File: config.mk
export PLATFORM = sky130hd
export DESIGN_NAME = duo_core
export DESIGN_NICKNAME = d
export VERILOG_FILES = /design/src/rtl/duo_core.sv
export SDC_FILE = /design/constraint.sdc
export NUM_CORES = 2
export LEC_CHECK = 0
export BUFFER_PORTS_ARGS = -buffer_cell sky130_fd_sc_hd__buf_4
export CAP_MARGIN = 20
export CORE_MARGIN = 5
export CORE_UTILIZATION = 40
export DETAILED_ROUTE_END_ITERATION = 7
export GPL_TIMING_DRIVEN = 0
export PLACE_DENSITY = 0.66
export SYNTH_ARGS = -nofsm -noshare
export SYNTH_HDL_FRONTEND = slang
export SYNTH_SLANG_ARGS = --single-unit
File: constraint.sdc
create_clock -name clk -period 16.25 [get_ports clk]
set_clock_uncertainty 0.2 [all_clocks]
set_input_delay 3.25 -clock clk [delete_from_list [all_inputs] [get_ports clk]]
set_output_delay 3.25 -clock clk [all_outputs]
set_load 0.02 [all_outputs]
File: src/rtl/duo_core.sv
module duo_core #(
  parameter int          HOST_W   = 8,
  parameter int          HOST_CR  = 16,
  parameter logic [31:0] RESET_PC = 32'h0000_0000
) (
  input  logic              clk,
  input  logic              rst,
  output logic              imem_req,
  output logic [31:0]       imem_addr,
  input  logic [31:0]       imem_rdata,
  output logic              dmem_req,
  output logic              dmem_we,
  output logic [31:0]       dmem_addr,
  output logic [31:0]       dmem_wdata,
  input  logic [31:0]       dmem_rdata,
  input  logic [HOST_W-1:0] host_in,
  output logic [HOST_W-1:0] host_out
);
  localparam logic [31:0] NOP     = 32'h0000_0013;
  localparam logic [6:0]  OP_IMM  = 7'b0010011;
  localparam logic [6:0]  OP_REG  = 7'b0110011;
  localparam logic [6:0]  OP_LUI  = 7'b0110111;
  localparam logic [6:0]  OP_LD   = 7'b0000011;
  localparam logic [6:0]  OP_ST   = 7'b0100011;
  localparam logic [6:0]  OP_BR   = 7'b1100011;
  localparam logic [6:0]  OP_J    = 7'b1100111;
  localparam logic [6:0]  OP_JAL  = 7'b1101111;
  localparam logic [6:0]  OP_JALR = 7'b1101011;
  localparam logic [6:0]  OP_HOST = 7'b1111011;

  logic [31:0] pc, pc_x, ir;
  logic [31:0] rf [32];
  logic [HOST_W-1:0] host_q;

  wire [6:0]  opc = ir[6:0];
  wire [2:0]  f3  = ir[9:7];
  wire [4:0]  rd  = ir[31:27];
  wire [4:0]  rs1 = ir[26:22];
  wire [4:0]  rs2 = ir[21:17];
  wire [31:0] a   = (rs1 == 5'd0) ? 32'd0 : rf[rs1];
  wire [31:0] b   = (rs2 == 5'd0) ? 32'd0 : rf[rs2];
  wire [31:0] imm_i = {{20{ir[21]}}, ir[21:10]};
  wire [31:0] imm_s = {{20{ir[31]}}, ir[31:27], ir[16:10]};
  wire [31:0] imm_j = {{7{ir[31]}}, ir[31:7]};
  wire [31:0] pc4_x = pc_x + 32'd4;

  function automatic logic [31:0] alu(input logic [2:0] f, input logic sub,
                                      input logic [31:0] x, input logic [31:0] y);
    case (f)
      3'd0:    alu = sub ? x - y : x + y;
      3'd1:    alu = x << y[4:0];
      3'd2:    alu = {31'd0, $signed(x) < $signed(y)};
      3'd3:    alu = {31'd0, x < y};
      3'd4:    alu = x ^ y;
      3'd5:    alu = x >> y[4:0];
      3'd6:    alu = x | y;
      default: alu = x & y;
    endcase
  endfunction

  logic        br_take, redirect, wb_en, host_wr;
  logic [4:0]  wb_dst;
  logic [31:0] wb_val, target;

  always_comb begin
    case (f3)
      3'b000:  br_take = (a == b);
      3'b001:  br_take = (a != b);
      3'b100:  br_take = ($signed(a) < $signed(b));
      3'b101:  br_take = !($signed(a) < $signed(b));
      3'b110:  br_take = (a < b);
      3'b111:  br_take = !(a < b);
      default: br_take = 1'b0;
    endcase
  end

  always_comb begin
    wb_en = 1'b0; wb_dst = rd; wb_val = 32'd0; redirect = 1'b0;
    target = pc_x + (imm_j << 1); host_wr = 1'b0;
    dmem_req = 1'b0; dmem_we = 1'b0; dmem_addr = a + imm_i;
    case (opc)
      OP_IMM:  begin wb_en = 1'b1; wb_val = alu(f3, 1'b0, a, imm_i); end
      OP_REG:  begin wb_en = 1'b1; wb_val = alu(f3, ir[16], a, b); end
      OP_LUI:  begin wb_en = 1'b1; wb_val = {ir[26:7], 12'd0}; end
      OP_LD:   begin dmem_req = 1'b1; wb_en = 1'b1; wb_val = dmem_rdata; end
      OP_ST:   begin dmem_req = 1'b1; dmem_we = 1'b1; dmem_addr = a + imm_s; end
      OP_BR:   begin redirect = br_take; target = pc_x + (imm_s << 1); end
      OP_J:    redirect = 1'b1;
      OP_JAL:  begin redirect = 1'b1; wb_en = 1'b1; wb_dst = 5'd1; wb_val = pc4_x; end
      OP_JALR: begin redirect = 1'b1; target = a + imm_i; wb_en = 1'b1; wb_val = pc4_x; end
      OP_HOST: begin
        if (f3 == 3'b000) begin wb_en = 1'b1; wb_val = {{(32-HOST_W){1'b0}}, host_in}; end
        if (f3 == 3'b001 && rs2 == 5'(HOST_CR)) host_wr = 1'b1;
      end
      default: ;
    endcase
  end

  always_ff @(posedge clk) begin
    if (rst) begin
      pc     <= RESET_PC;
      pc_x   <= RESET_PC;
      ir     <= NOP;
      host_q <= '0;
    end else begin
      pc   <= redirect ? target : pc + 32'd4;
      pc_x <= pc;
      ir   <= redirect ? NOP : imem_rdata;
      if (host_wr) host_q <= a[HOST_W-1:0];
    end
  end

  always_ff @(posedge clk)
    if (!rst && wb_en && wb_dst != 5'd0) rf[wb_dst] <= wb_val;

  assign imem_req   = !rst;
  assign imem_addr  = pc;
  assign dmem_wdata = b;
  assign host_out   = host_q;

  assert_reset_state_R1: assert property (@(posedge clk)
    rst |=> (imem_addr == RESET_PC && ir == NOP && host_out == '0));

  assert_fetch_step_R2: assert property (@(posedge clk) disable iff (rst)
    (!$past(rst) && !$past(redirect)) |-> imem_addr == $past(imem_addr) + 32'd4);

  assert_kill_slot_R9: assert property (@(posedge clk) disable iff (rst)
    (!$past(rst) && $past(redirect)) |-> (ir == NOP && imem_addr == $past(target)));

  assert_store_is_req_R10: assert property (@(posedge clk) disable iff (rst)
    dmem_we |-> dmem_req);

  assert_host_hold_R11: assert property (@(posedge clk) disable iff (rst)
    (!$past(rst) && !$past(host_wr)) |-> host_out == $past(host_out));
endmodule

==> flow_summary.toml <==
[run_status]
status = "finished with violations"
violations = "DRC, slew limit"

[cells_and_area]
layout-drive-gt1-share = 0.1954
multiInputGateArea_sq_um = 37280
fin_nets = 7070
fillers = 16256
register_area_sq_um = 32830
fin_util = 0.4706
syn2layout_area_growth_pct = 16.99

[synthesis]
synth.distinct_cells = 128
ys_warn_count = 0
ys_seq_area_frac = 0.4516
netlist_area_sq_um = 72700
synth_common_cells = "edfxtp_1, nand2_1, nor2_1"
yosys-top-cells-area = "edfxtp_1, mux4_2, mux2i_1"
ys_ff_latch = 1128
synth_flop_cell = "edfxtp_1"
syn_avg_cell_area_sq_um = 11.71
postSynthCellCount = 6208
synth_edf_count = 1024
yosysMostFrequentCell = "edfxtp_1"
ys_async_sr_fraction = 0
synth_top_area_share = 0.4229
synth_area_leader_cell = "edfxtp_1"

[timing]
finalCritPeriodShare = 0.8357
fmaxAchievable_mhz = 73.64
worst_pin_slew_ns = 1.581
finalCriticalPeriod_ns = 13.58
rsz0062_at_grt = "no"
finalSetupViolCount = 0
tns_ns = 0
hold_viol = 0
slew_headroom = -0.05394
slew_violations = 2
holdWs_ns = 0.2989

[die]
core_area_sq_um = 180700
rows = 156
io_pins = 181
initial_core_util = 0.4023
die_x_um = 436.3
die_y_um = 436.3
die_area_sq_um = 190400

[clock_tree]
clock-root-buffer = "clkbuf_16"
post-cts-setup-buffer-count = 0
numCtsBuffers = 116
cts_tree = "built"
postCtsHoldBufs = 0
cts_resized = 0
insertion_delay_ns = 0.86
clock_sinks = 1128
clk_path_buf_depth = 3
clkTransAtPathRegs_ns = 0.06
htreeDepth = 3

[placed_design]
hpwl_um = 335300
gp_congestion = 1.072
io_buffer_count = 180

[pwr]
total_leakage_power_uw = 0.03041
fin_total_pwr_uw = 8963
p_per_area_nw_per_um2 = 105.4
vdd_ir_drop_max_uv = 126.4

[routing]
num_vias = 67355
routed_wl_um = 439000
drt_iter0_markers = 12515
dr.pass1.iters = 8
viasPerCell = 7.293
ant_nets = 0
wl_per_cell_um = 47.54
drc = 11

[setup_path]
crit_required_ns = 12.80
endpoint_kind = "primary output"
cp.arrival_ns = 10.13
startpoint_type = "flip-flop"
crit_type = "reg -> out"
worst-path-max-fanout = 11

[run]
drv_cap = 0

[global_routing]
gr-total-overflow = 0
grt_usage = 0.4437
grt_pass1_vias = 62804
grt_max_degree = 33
grt_pass1_wl_um = 572500
antenna_found_initial = 39

[hold_path]
hold_class = "reg -> reg"
-- path summary, 6_finish.rpt --
path,startpoint,cells after the start,endpoint,slack (ns)
worst max-delay path,ir[24]$_SDFF_PP0_,22,dmem_addr[28],2.67
worst min-delay path,host_out[0]$_SDFFE_PP0P_,2,host_out[0]$_SDFFE_PP0P_,0.30
worst max register to register,ir[17]$_SDFF_PP0_,28,imem_addr[23]$_SDFF_PP0_,4.55
worst min register to register,host_out[0]$_SDFFE_PP0P_,2,host_out[0]$_SDFFE_PP0P_,0.30
-- placed cells by master, fill, tap and decap left out, types with 52 or more instances in the layout --
cell and n:
nor3_1 83, buf_6 52, nand2_1 558, xnor2_1 93, o21ai_0 260, ha_1 246
nor2_1 398, nor2b_1 71, and3_1 65, a22oi_1 99, mux2_2 72, a21oi_1 380
clkbuf_16 116, buf_8 72, mux2i_1 373, clkbuf_1 238, xor2_1 58, a211oi_1 101
o211ai_1 64, edfxtp_1 1024, o22ai_1 94, nand3_1 126, buf_2 101, a21o_1 68
buf_4 238, inv_1 173, mux4_2 350, dfxtp_1 103, buf_12 68
-- worst max-delay path, cell delays in order, from the launching register on --
cell	delay (ns)
dfxtp_1	0.30
buf_2	0.26
buf_4	0.26
buf_4	0.21
buf_2	0.51
buf_2	0.52
buf_2	0.69
nor2b_1	0.59
nand2_1	0.20
nand4_2	0.65
inv_2	0.44
ha_1	0.56
inv_1	0.13
a2111oi_0	0.68
a21boi_0	0.40
o31ai_1	0.57
a31oi_1	0.27
a211oi_1	0.41
o31ai_1	0.19
xnor2_1	0.99
nor2_1	0.14
a21oi_1	0.17
buf_4	0.16
-- metal layers --
metal,vias to the layer above,GRT usage,share of wire
met2,6557,0.6406,0.41
met5,-,0.006300,0.00062
met3,1982,0.1576,0.14
met4,18,0.3842,0.12
met1,33357,0.5236,0.34
li1,25441,-,-
-- flip-flops by register name (all words and copies together) (netlist names) --
register and flops:
rf 1024, imem_addr 32, ir 32, pc_x 32, host_out 8
-- layout make-up --
cell class	count	share of cell area
Timing Repair Buffer	389	0.05590
Antenna cell	19	0.0005590
Inverter	195	0.008606
Clock inverter	90	0.01134
Clock buffer	128	0.03478
Tap cell	2370	0.03486
Buffer	446	0.02961
Sequential cell	1128	0.3860
Multi-Input combinational cell	4470	0.4383
-- logic make-up after synthesis --
kind of cell,count (synthesis),synth area share
xor+xnor,151,0.01819
other cells,1,0.00005158
buf+inv,641,0.04461
simple gates,1607,0.1049
mux,849,0.1898
flops,1128,0.4516
compound gates,1581,0.1475
fa+ha+maj,250,0.04344
-- metrics by stage --
step                      area [sq um]  instances  setup slack (ns)
final                            85050       9235             2.670
after global routing             85010       9219             2.907
after CTS                        84800       9201             3.327
after detailed placement         80880       8983             4.131
after global placement           77140       8789             1.431
after floorplan                  72820       6239             6.994
-- where the power goes --
group | internal [uW] | switching [uW]
sequential | 3220 | 22.6
clock | 1540 | 1260
combinational | 838 | 2080
No activity file was read; power rests on OpenSTA's default activity.
